**src/rtl/rtc_cal_pkg.sv**
```systemverilog
package rtc_cal_pkg;
  localparam int FIELD_W    = 8;
  localparam int ADDR_W     = 4;
  localparam int NUM_FIELDS = 7;
  localparam int CASCADE    = 6;   // sec..year form the carry chain
  localparam logic [ADDR_W-1:0] FAIL_ADDR = 4'hB;
  localparam int FAIL_BIT = 0;

  // field index doubles as write address
  localparam int F_SEC   = 0;
  localparam int F_MIN   = 1;
  localparam int F_HOUR  = 2;
  localparam int F_DATE  = 3;
  localparam int F_MONTH = 4;
  localparam int F_YEAR  = 5;
  localparam int F_DOW   = 6;

  typedef struct packed {
    logic                  secTick;
    logic [NUM_FIELDS-1:0] load;
    logic [FIELD_W-1:0]    data;
  } calStrobe_t;

  function automatic logic [FIELD_W-1:0] bcdInc(input logic [FIELD_W-1:0] v);
    if (v[3:0] == 4'd9) return {v[7:4] + 4'd1, 4'd0};
    return {v[7:4], v[3:0] + 4'd1};
  endfunction

  function automatic logic [FIELD_W-1:0] daysInMonth(input logic [FIELD_W-1:0] m,
                                                     input logic [FIELD_W-1:0] y);
    logic [6:0] yBin;
    yBin = 7'(y[7:4]) * 7'd10 + 7'(y[3:0]);
    case (m)
      8'h02:                      return (yBin[1:0] == 2'b00) ? 8'h29 : 8'h28;
      8'h04, 8'h06, 8'h09, 8'h11: return 8'h30;
      default:                    return 8'h31;
    endcase
  endfunction

  function automatic logic [FIELD_W-1:0] fieldFloor(input int idx);
    return (idx == F_DATE || idx == F_MONTH) ? 8'h01 : 8'h00;
  endfunction
endpackage

```
**src/rtl/rtc_cal_ctrl.sv**
```systemverilog
module rtc_cal_ctrl
  import rtc_cal_pkg::*;
#(
  parameter int SUB_DIV = 100,
  localparam int SUB_W  = (SUB_DIV > 1) ? $clog2(SUB_DIV) : 1
) (
  input  logic              clk,
  input  logic              rstN,
  input  logic              subTick,
  input  logic              wrEn,
  input  logic [ADDR_W-1:0] wrAddr,
  input  logic [FIELD_W-1:0] wrData,
  output logic [SUB_W-1:0]  subCnt,
  output logic              failFlag,
  output calStrobe_t        strb
);
  localparam logic [SUB_W-1:0] SUB_LAST = SUB_W'(SUB_DIV - 1);

  logic runEn;
  logic timeWr;
  logic subWrap;
  logic failClr;

  assign timeWr  = wrEn && (wrAddr < ADDR_W'(NUM_FIELDS));
  assign subWrap = subTick && (subCnt == SUB_LAST);
  assign failClr = wrEn && (wrAddr == FAIL_ADDR) && !wrData[FAIL_BIT];

  always_ff @(posedge clk or negedge rstN) begin
    if (!rstN) begin
      subCnt   <= '0;
      runEn    <= 1'b0;
      failFlag <= 1'b1;
    end else begin
      if (timeWr)       subCnt <= '0;
      else if (subTick) subCnt <= subWrap ? '0 : subCnt + 1'b1;
      if (timeWr)       runEn <= 1'b1;
      if (failClr)      failFlag <= 1'b0;
    end
  end

  always_comb begin
    strb.secTick = subWrap && runEn && !timeWr;
    strb.data    = wrData;
    for (int i = 0; i < NUM_FIELDS; i++)
      strb.load[i] = wrEn && (wrAddr == ADDR_W'(i));
  end

  AST_SUB_RANGE: assert property (@(posedge clk) disable iff (!rstN)
    subCnt <= SUB_LAST);
  AST_FAIL_HOLD: assert property (@(posedge clk) disable iff (!rstN)
    (failFlag && !(wrEn && wrAddr == FAIL_ADDR && !wrData[FAIL_BIT])) |=> failFlag);
  AST_FAIL_NO_SET: assert property (@(posedge clk) disable iff (!rstN)
    !failFlag |=> !failFlag);
  AST_RUN_STICKY: assert property (@(posedge clk) disable iff (!rstN)
    runEn |=> runEn);
  AST_WRITE_SUB_CLEAR: assert property (@(posedge clk) disable iff (!rstN)
    timeWr |=> subCnt == '0);
endmodule

```
**src/rtl/rtc_cal_datapath.sv**
```systemverilog
module rtc_cal_datapath
  import rtc_cal_pkg::*;
(
  input  logic               clk,
  input  logic               rstN,
  input  calStrobe_t         strb,
  output logic [FIELD_W-1:0] fld [NUM_FIELDS]
);
  logic [FIELD_W-1:0] limit [CASCADE];
  logic [CASCADE-1:0] atMax;
  logic [CASCADE:0]   carry;

  always_comb begin
    limit[F_SEC]   = 8'h59;
    limit[F_MIN]   = 8'h59;
    limit[F_HOUR]  = 8'h23;
    limit[F_DATE]  = daysInMonth(fld[F_MONTH], fld[F_YEAR]);
    limit[F_MONTH] = 8'h12;
    limit[F_YEAR]  = 8'h99;
  end

  assign carry[0] = strb.secTick;

  for (genvar i = 0; i < CASCADE; i++) begin : g_chain
    localparam logic [FIELD_W-1:0] FLOOR = fieldFloor(i);
    assign atMax[i]   = (fld[i] == limit[i]);
    assign carry[i+1] = carry[i] && atMax[i];
    always_ff @(posedge clk or negedge rstN) begin
      if (!rstN)             fld[i] <= FLOOR;
      else if (strb.load[i]) fld[i] <= strb.data;
      else if (carry[i])     fld[i] <= atMax[i] ? FLOOR : bcdInc(fld[i]);
    end
  end

  // day of week steps on the same carry that steps the date
  always_ff @(posedge clk or negedge rstN) begin
    if (!rstN)                 fld[F_DOW] <= '0;
    else if (strb.load[F_DOW]) fld[F_DOW] <= strb.data;
    else if (carry[F_DATE])    fld[F_DOW] <= (fld[F_DOW] == 8'd6) ? '0 : fld[F_DOW] + 1'b1;
  end

  AST_HOUR_24: assert property (@(posedge clk) disable iff (!rstN)
    fld[F_HOUR] <= 8'h23);
  AST_DOW_RANGE: assert property (@(posedge clk) disable iff (!rstN)
    fld[F_DOW] <= 8'd6);
  AST_HOLD_IDLE: assert property (@(posedge clk) disable iff (!rstN)
    (!strb.secTick && strb.load == '0) |=>
      ($stable(fld[F_SEC]) && $stable(fld[F_MIN]) && $stable(fld[F_HOUR]) &&
       $stable(fld[F_DATE]) && $stable(fld[F_MONTH]) && $stable(fld[F_YEAR]) &&
       $stable(fld[F_DOW])));
  AST_YEAR_STEP: assert property (@(posedge clk) disable iff (!rstN)
    (fld[F_YEAR] != $past(fld[F_YEAR]) && !$past(strb.load[F_YEAR])) |->
      ($past(fld[F_MONTH]) == 8'h12 && fld[F_MONTH] == 8'h01));
endmodule

```
**src/rtl/rtc_calendar.sv**
```systemverilog
module rtc_calendar
  import rtc_cal_pkg::*;
#(
  parameter int SUB_DIV = 100,
  localparam int SUB_W  = (SUB_DIV > 1) ? $clog2(SUB_DIV) : 1
) (
  input  logic               clk,
  input  logic               rstN,
  input  logic               subTick,
  input  logic               wrEn,
  input  logic [ADDR_W-1:0]  wrAddr,
  input  logic [FIELD_W-1:0] wrData,
  output logic [SUB_W-1:0]   subSec,
  output logic [FIELD_W-1:0] sec,
  output logic [FIELD_W-1:0] min,
  output logic [FIELD_W-1:0] hour,
  output logic [FIELD_W-1:0] dow,
  output logic [FIELD_W-1:0] date,
  output logic [FIELD_W-1:0] month,
  output logic [FIELD_W-1:0] year,
  output logic               failFlag
);
  calStrobe_t         strb;
  logic [FIELD_W-1:0] fld [NUM_FIELDS];

  rtc_cal_ctrl #(.SUB_DIV(SUB_DIV)) u_ctrl (
    .clk(clk), .rstN(rstN), .subTick(subTick), .wrEn(wrEn), .wrAddr(wrAddr),
    .wrData(wrData), .subCnt(subSec), .failFlag(failFlag), .strb(strb)
  );

  rtc_cal_datapath u_dp (.clk(clk), .rstN(rstN), .strb(strb), .fld(fld));

  assign sec   = fld[F_SEC];
  assign min   = fld[F_MIN];
  assign hour  = fld[F_HOUR];
  assign date  = fld[F_DATE];
  assign month = fld[F_MONTH];
  assign year  = fld[F_YEAR];
  assign dow   = fld[F_DOW];
endmodule

```
**config.mk**
```make
export PLATFORM = sky130hd
export DESIGN_NAME = rtc_calendar
export DESIGN_NICKNAME = d
export VERILOG_FILES = /design/src/rtl/rtc_cal_pkg.sv /design/src/rtl/rtc_cal_ctrl.sv /design/src/rtl/rtc_cal_datapath.sv /design/src/rtl/rtc_calendar.sv
export SDC_FILE = /design/constraint.sdc
export NUM_CORES = 1
export LEC_CHECK = 0
export ABC_CLOCK_PERIOD_IN_PS = 3300
export BUFFER_PORTS_ARGS = -buffer_cell sky130_fd_sc_hd__buf_2
export CORE_UTILIZATION = 57
export DETAILED_ROUTE_END_ITERATION = 8
export PLACE_DENSITY_LB_ADDON = 0.1
export SETUP_SLACK_MARGIN = 0.1
export SYNTH_ARGS = -nofsm -noshare
export SYNTH_HDL_FRONTEND = slang
export SYNTH_SLANG_ARGS = --single-unit
export TNS_END_PERCENT = 20
```
**constraint.sdc**
```tcl
create_clock -name clk -period 3.3 [get_ports clk]
set_clock_uncertainty 0.05 [all_clocks]
set_input_delay 0.825 -clock clk [delete_from_list [all_inputs] [get_ports clk]]
set_output_delay 0.825 -clock clk [all_outputs]
set_load 0.05 [all_outputs]
```
# Yosys cells after proc, flatten, opt, wreduce, memory -nomap -nowiden
# Index checks and enable logic that the tools add are counted.
word_totals:
  reg_bits: 65
  inputBits: 16
  out_inout_bits: 64
  elab_cells: 158
op_classes:
  addsub: 15
  n_mul: 1
  n_lt_le_gt_ge: 1
  eq_ne: 26
  mux: 56
  reduce_logical: 43
ops:
  columns: ["cell", "count"]
  rows:
  - ["$mux 8", 33]
  - ["$add 4x1->4 const B", 12]
  - ["$eq 4x4->1 const B", 7]
  - ["$eq 8x3->1 const B", 3]
  - ["$mux 7", 3]
  - ["$mux 1", 19]
  - ["$logic_and 1x1->1", 18]
  - ["$reduce_bool 3->1", 6]
  - ["$eq 8x5->1 const B", 2]
  - ["$eq 8x7->1 const B", 2]
  - ["$pmux 8 s2", 1]
  - ["$reduce_bool 2->1", 8]
  - ["$eq 4x3->1 const B", 3]
  - ["$reduce_and 2->1", 6]
  - ["$add 8x1->8 const B", 1]
  - ["$eq 4x2->1 const B", 2]
  - ["$eq 8x2->1 const B", 1]
  - ["$eq 8x4->1 const B", 1]
  - ["$eq 8x6->1 const B", 1]
  - ["$eq 8x8->1", 1]
  - ["$eq 8x8->1 const B", 1]
  - ["$add 7x1->7 const B", 1]
  - ["$eq 7x7->1 const B", 1]
  - ["$eq 4x1->1 const B", 1]
  - ["other kinds (7)", 8]

# Depth between registers and ports, before layout
depth:
  depth_word: 15
  ltp_mapped: 10
  mapped_depth_nobuf: 8

# Cells and area by module
# From an unflattened synthesis, not the netlist that was laid out.
unflattened:
  hier_cells: 497
  hier_area_um2: 4434.3
by_module_without_submodules:
  columns: ["mod", "instances", "cells_per_inst", "area_per_inst_um2", "seq_area_each_um2"]
  rows:
  - ["rtc_cal_datapath", 1, 432, 3817.4, 1403.8]
  - ["rtc_cal_ctrl", 1, 65, 616.8, 226.5]

# Least setup slack after synthesis
# OpenSTA, ideal clock, no wires.
synth_timing:
  path_kind: "register -> register"
  startpoint: "register u_dp.fld[21] in the netlist's numbering"
  endpoint: "register u_dp.fld[8] in the netlist's numbering"
  setup_ps: 82
  arrival_time_ps: 2949
  required_ps: 3168
  setup_slack_ps: 219
  path_stages_with_launch: 9
  path_buffers: 0
  period_less_slack_ps: 3081
  path_cell_list: "dfrtp_1 > inv_1 > ha_1 > or4b_4 > or4_4 > o22ai_4 > o2111ai_4 > or4_1 > a31oi_1"
synth_between:
  elab_chain_len: 7
  word_cells_on_any_way: 12
  classes_between: "7 x eq/ne; 1 x mux; 4 x reduce/logical"
synth_rtl:
  columns: ["element", "line", "rtl"]
  rows:
  - ["start: declaration", "rtc_cal_datapath.sv:7", "output logic [FIELD_W-1:0] fld [NUM_FIELDS]"]
  - ["start signal: indexed assignment", "rtc_cal_datapath.sv:30", "else if (strb.load[i]) fld[i] <= strb.data;"]
  - ["start signal: indexed assignment", "rtc_cal_datapath.sv:31", "else if (carry[i]) fld[i] <= atMax[i] ? FLOOR : bcdInc(fld[i]);"]
  - ["$eq 8x3->1, or another cell as far along", "rtc_cal_pkg.sv:33", "case (m)"]
  - ["$reduce_or 4->1", "rtc_cal_pkg.sv:33", null]
  - ["$pmux 8 s2", "rtc_cal_pkg.sv:33", null]
  - ["$eq 8x8->1", "rtc_cal_datapath.sv:26", "assign atMax[i] = (fld[i] == limit[i]);"]
  - ["$logic_and 1x1->1", "rtc_cal_datapath.sv:27", "assign carry[i+1] = carry[i] && atMax[i];"]
  - ["$logic_and 1x1->1 *", "rtc_cal_datapath.sv:27", null]
  - ["$reduce_bool 2->1 (no line) *", null, null]
# Mark *: on every way between the ends. The rest lies on a longest branch, timed or not.
# A chain may end at the register's enable or synchronous reset.

# Worst setup path after layout
layout_timing:
  startpoint: "register u_dp.fld[20] in the netlist's numbering"
  endpoint: "register u_dp.fld[18] in the netlist's numbering"
layout_between:
  elab_chain_len: 6
  word_cells_on_any_way: 14
  classes_between: "7 x eq/ne; 4 x mux; 3 x reduce/logical"
layout_rtl:
  columns: ["element", "line"]
  rows:
  - ["$eq 8x3->1, or another cell as far along", "rtc_cal_pkg.sv:33"]
  - ["$reduce_or 4->1", "rtc_cal_pkg.sv:33"]
  - ["$pmux 8 s2", "rtc_cal_pkg.sv:33"]
  - ["$eq 8x8->1", "rtc_cal_datapath.sv:26"]
  - ["$logic_and 1x1->1", "rtc_cal_datapath.sv:27"]
  - ["$reduce_bool 2->1 (no line)", null]
# Several ways; a longest one is shown, not always the timed one. The select of a mux whose other input is x is not followed.

==> results by group <==
Global routing
  • GRT busiest layer: met2
  • GRT Total Usage: 0.3012
  • Met2 Use GR: 0.4866
  • Largest net degree at the start of global routing: 35
  • First-pass GRT wire length: 19590 um
  • Vias in the first global route: 3980
  • Met1 usage: 0.4010
  • Met3 usage: 0.03807
  • Antenna violations before repair: 0
  • Overflow left after global routing: 0

Min path
  • Worst Hold Class: reg -> reg
  • Worst hold path cell count: 1
  • Min-delay src: u_ctrl.failFlag$_DFFE_PN1P_
  • Worst Hold End: u_ctrl.failFlag$_DFFE_PN1P_

Clock network
  • TritonCTS clock tree: done
  • CTS clk-pin slew, worst paths: 0.08 ns
  • Sink Count: 65
  • Max clock buf depth: 2
  • Clock root buffer: clkbuf_8
  • Total CTS buffers: 9
  • H-Tree Depth: 3
  • Worst skew pair latency: 0.35 ns

Worst setup path
  • Flop-to-flop setup slack: 0.22 ns
  • Critical register-to-register path startpoint: u_dp.fld[20]$_DFFE_PN0P_
  • Critical Path AT: 3.29 ns
  • Critical path buffers and inverters: 1
  • CP top delay family: simple AND/OR/NAND/NOR gates
  • Setup crit start kind: register
  • Worst setup EP type: register
  • Worst-case reg-to-reg path depth: 8
  • WP data required: 3.52 ns
  • Slowest cell on crit path: or4_4
  • CP max stage delay: 0.52 ns
  • Crit path cell chain: inv_1 -> ha_1 -> or4b_4 -> or4_4 -> o22ai_4 -> o2111ai_4 -> or4b_1 -> a31oi_1
  • CP Class: reg -> reg
  • Crit Path Max Fanout: 7
  • Worst R2R End: u_dp.fld[18]$_DFFE_PN0P_

Routing
  • DRC violation count after routing: 0
  • WL final: 12290 um
  • Routed WL per cell: 17.11 um
  • Routed vias: 4477
  • Vias per cell: 6.235
  • Antenna viol nets, final: 0
  • Drt first pass iters: 5
  • DR iter-0 viols: 404

Timing
  • Max Freq: 325.2 MHz
  • Fraction of the cycle the final worst path needs: 0.9319
  • Final Setup Violations: 0
  • Final Hold Viols: 0
  • Unrepaired setup endpoints after global routing: no
  • Slew Viols, Final: 0
  • Final setup margin: 0.2246 ns
  • Fin crit period: 3.075 ns
  • Slew headroom: 0.4985
  • Final TNS setup: 0 ns
  • Least-Margin Pin Slew: 0.7522 ns

Synthesis
  • Post-Syn Instances: 523
  • Fraction of registers with async set/reset: 1.000
  • Yosys top cell by area: dfrtp_1
  • Post-Syn Nets: 564
  • Cell variety after synth: 63
  • Mapped cell area: 4430 sq um
  • Sequential share of the synthesized area: 0.3680
  • #FFs+latches synth: 65
  • Synth top area cells: dfrtp_1, ha_1, nand2_1
  • Avg Synthesized Cell Area: 8.471 sq um
  • Syn. warnings: 0
  • Post-synth top area share: 0.3502
  • Post-synth EDFFs: 0
  • Ys flop type: dfrtp_1

Flow run
  • Max-cap violations: 0

Die
  • Die Area: 8130 sq um
  • Die Y: 90.17 um
  • I/O pin total: 80
  • CORE AREA: 7370 sq um
  • Rows: 31
  • Initial core utilization: 0.6012
  • Die X: 90.17 um

Run status
  • Outcome: finished clean

Placed design
  • Placed instance count: 699
  • I/O Buffers: 79
  • GPL Wtd Cong: 0.8626
  • HPWL reported at the end of detailed placement: 8640 um
  • Pre-CTS setup slack: 0.1809 ns

Power
  • Power after layout: 3033 uW
  • Cell leakage power: 0.002313 uW
  • VDD IR max: 0.0003228 V
  • Pwr Density: 580.8 nW/um^2

Final layout
  • Antenna Cells: 0
  • Ratio of cells with drive above 1 in the final layout: 0.2132
  • Most frequent cells in the layout: buf_2, nand2_1, dfrtp_1
  • Post-route core utilization: 0.7087
  • Finished Layout Cells: 718
  • Most common cell after layout, fill and taps aside: buf_2
  • Final net count: 655
  • Area grow syn2layout: 17.88%
layer usage:
metal  vias up  wire length [um]
met3        36               817
met2       187              5839
li1       2115                 -
met4         0               377
met1      2139              5252
met5         -                 0
how the worst max path moves through the flow:
stage | from | endpoint | slack (ns) | cells past startpoint
floorplan | u_dp.fld[21]$_DFFE_PN0P_ | u_dp.fld[8]$_DFFE_PN0P_ | 0.22 | 8
global placement | u_dp.fld[20]$_DFFE_PN0P_ | u_dp.fld[8]$_DFFE_PN0P_ | 0.28 | 8
detailed placement | u_dp.fld[20]$_DFFE_PN0P_ | u_dp.fld[8]$_DFFE_PN0P_ | 0.18 | 8
CTS | u_dp.fld[20]$_DFFE_PN0P_ | u_dp.fld[8]$_DFFE_PN0P_ | 0.17 | 8
global route | u_dp.fld[20]$_DFFE_PN0P_ | u_dp.fld[18]$_DFFE_PN0P_ | 0.08 | 8
finish | u_dp.fld[20]$_DFFE_PN0P_ | u_dp.fld[18]$_DFFE_PN0P_ | 0.22 | 8
timing repair:
action,4_1_cts,5_1_grt
endpoints found under the setup margin,0,3
setup buffers,0,2
resized for setup,0,1
hold buffers,0,0
cells by family (layout without fill, tap and decap cells):
| logic type | Yosys count | count (layout) | synth area share |
|---|---|---|---|
| and+or+nand+nor | 248 | 248 | 0.2926 |
| AOI/OAI and AO/OA | 136 | 137 | 0.2076 |
| DFF | 65 | 65 | 0.3680 |
| buffers and inverters | 35 | 130 | 0.03106 |
| adders and majority gates | 25 | 25 | 0.07060 |
| xor gates and xnor gates | 7 | 7 | 0.01384 |
| muxes | 7 | 7 | 0.01638 |
flip-flops by register name (all words and copies together), names as in the netlist:
| register | count |
|---|---|
| u_ctrl.failFlag | 1 |
| u_ctrl.runEn | 1 |
| u_ctrl.subCnt | 7 |
| u_dp.fld | 56 |
cell type report:
cell class | count | area (sq um)
inverter | 18 | 67.56
clock inverter | 6 | 42.54
clock buffer | 10 | 137.6
multi-input combinational | 424 | 2685
sequential | 65 | 1630
timing repair buffer | 96 | 535.5
tap | 99 | 123.9
fill | 618 | 2147
metrics by stage:
stage / hold slack, ns / area [sq um]
after CTS: 0.4311 / 5185
after floorplan: 0.3640 / 4431
after global placement: 0.3814 / 5005
after global routing: 0.4495 / 5223
after detailed placement: 0.3926 / 5005
final: 0.4256 / 5223
synthesized netlist by cell type (all sizes together) (5+ instances only):
library cell,count
ha,25
xor2,5
nand2b,11
nor2b,7
mux2i,5
dfrtp,62
and2,8
nor3,9
o31ai,5
nand3b,8
o21ai,46
buf,5
clkbuf,12
a21oi,26
or3,8
inv,18
nor2,47
or4,10
and3,6
nand2,68
o311ai,7
nand3,37
a31oi,11
or4b,5
o211ai,7
where the power goes:
group	switching, uW	internal [uW]	leakage [uW]
clock network	340	294	0.0000887
registers	237	945	0.000788
logic	876	341	0.00144
Note: power is estimated with default switching activity, not from simulation.
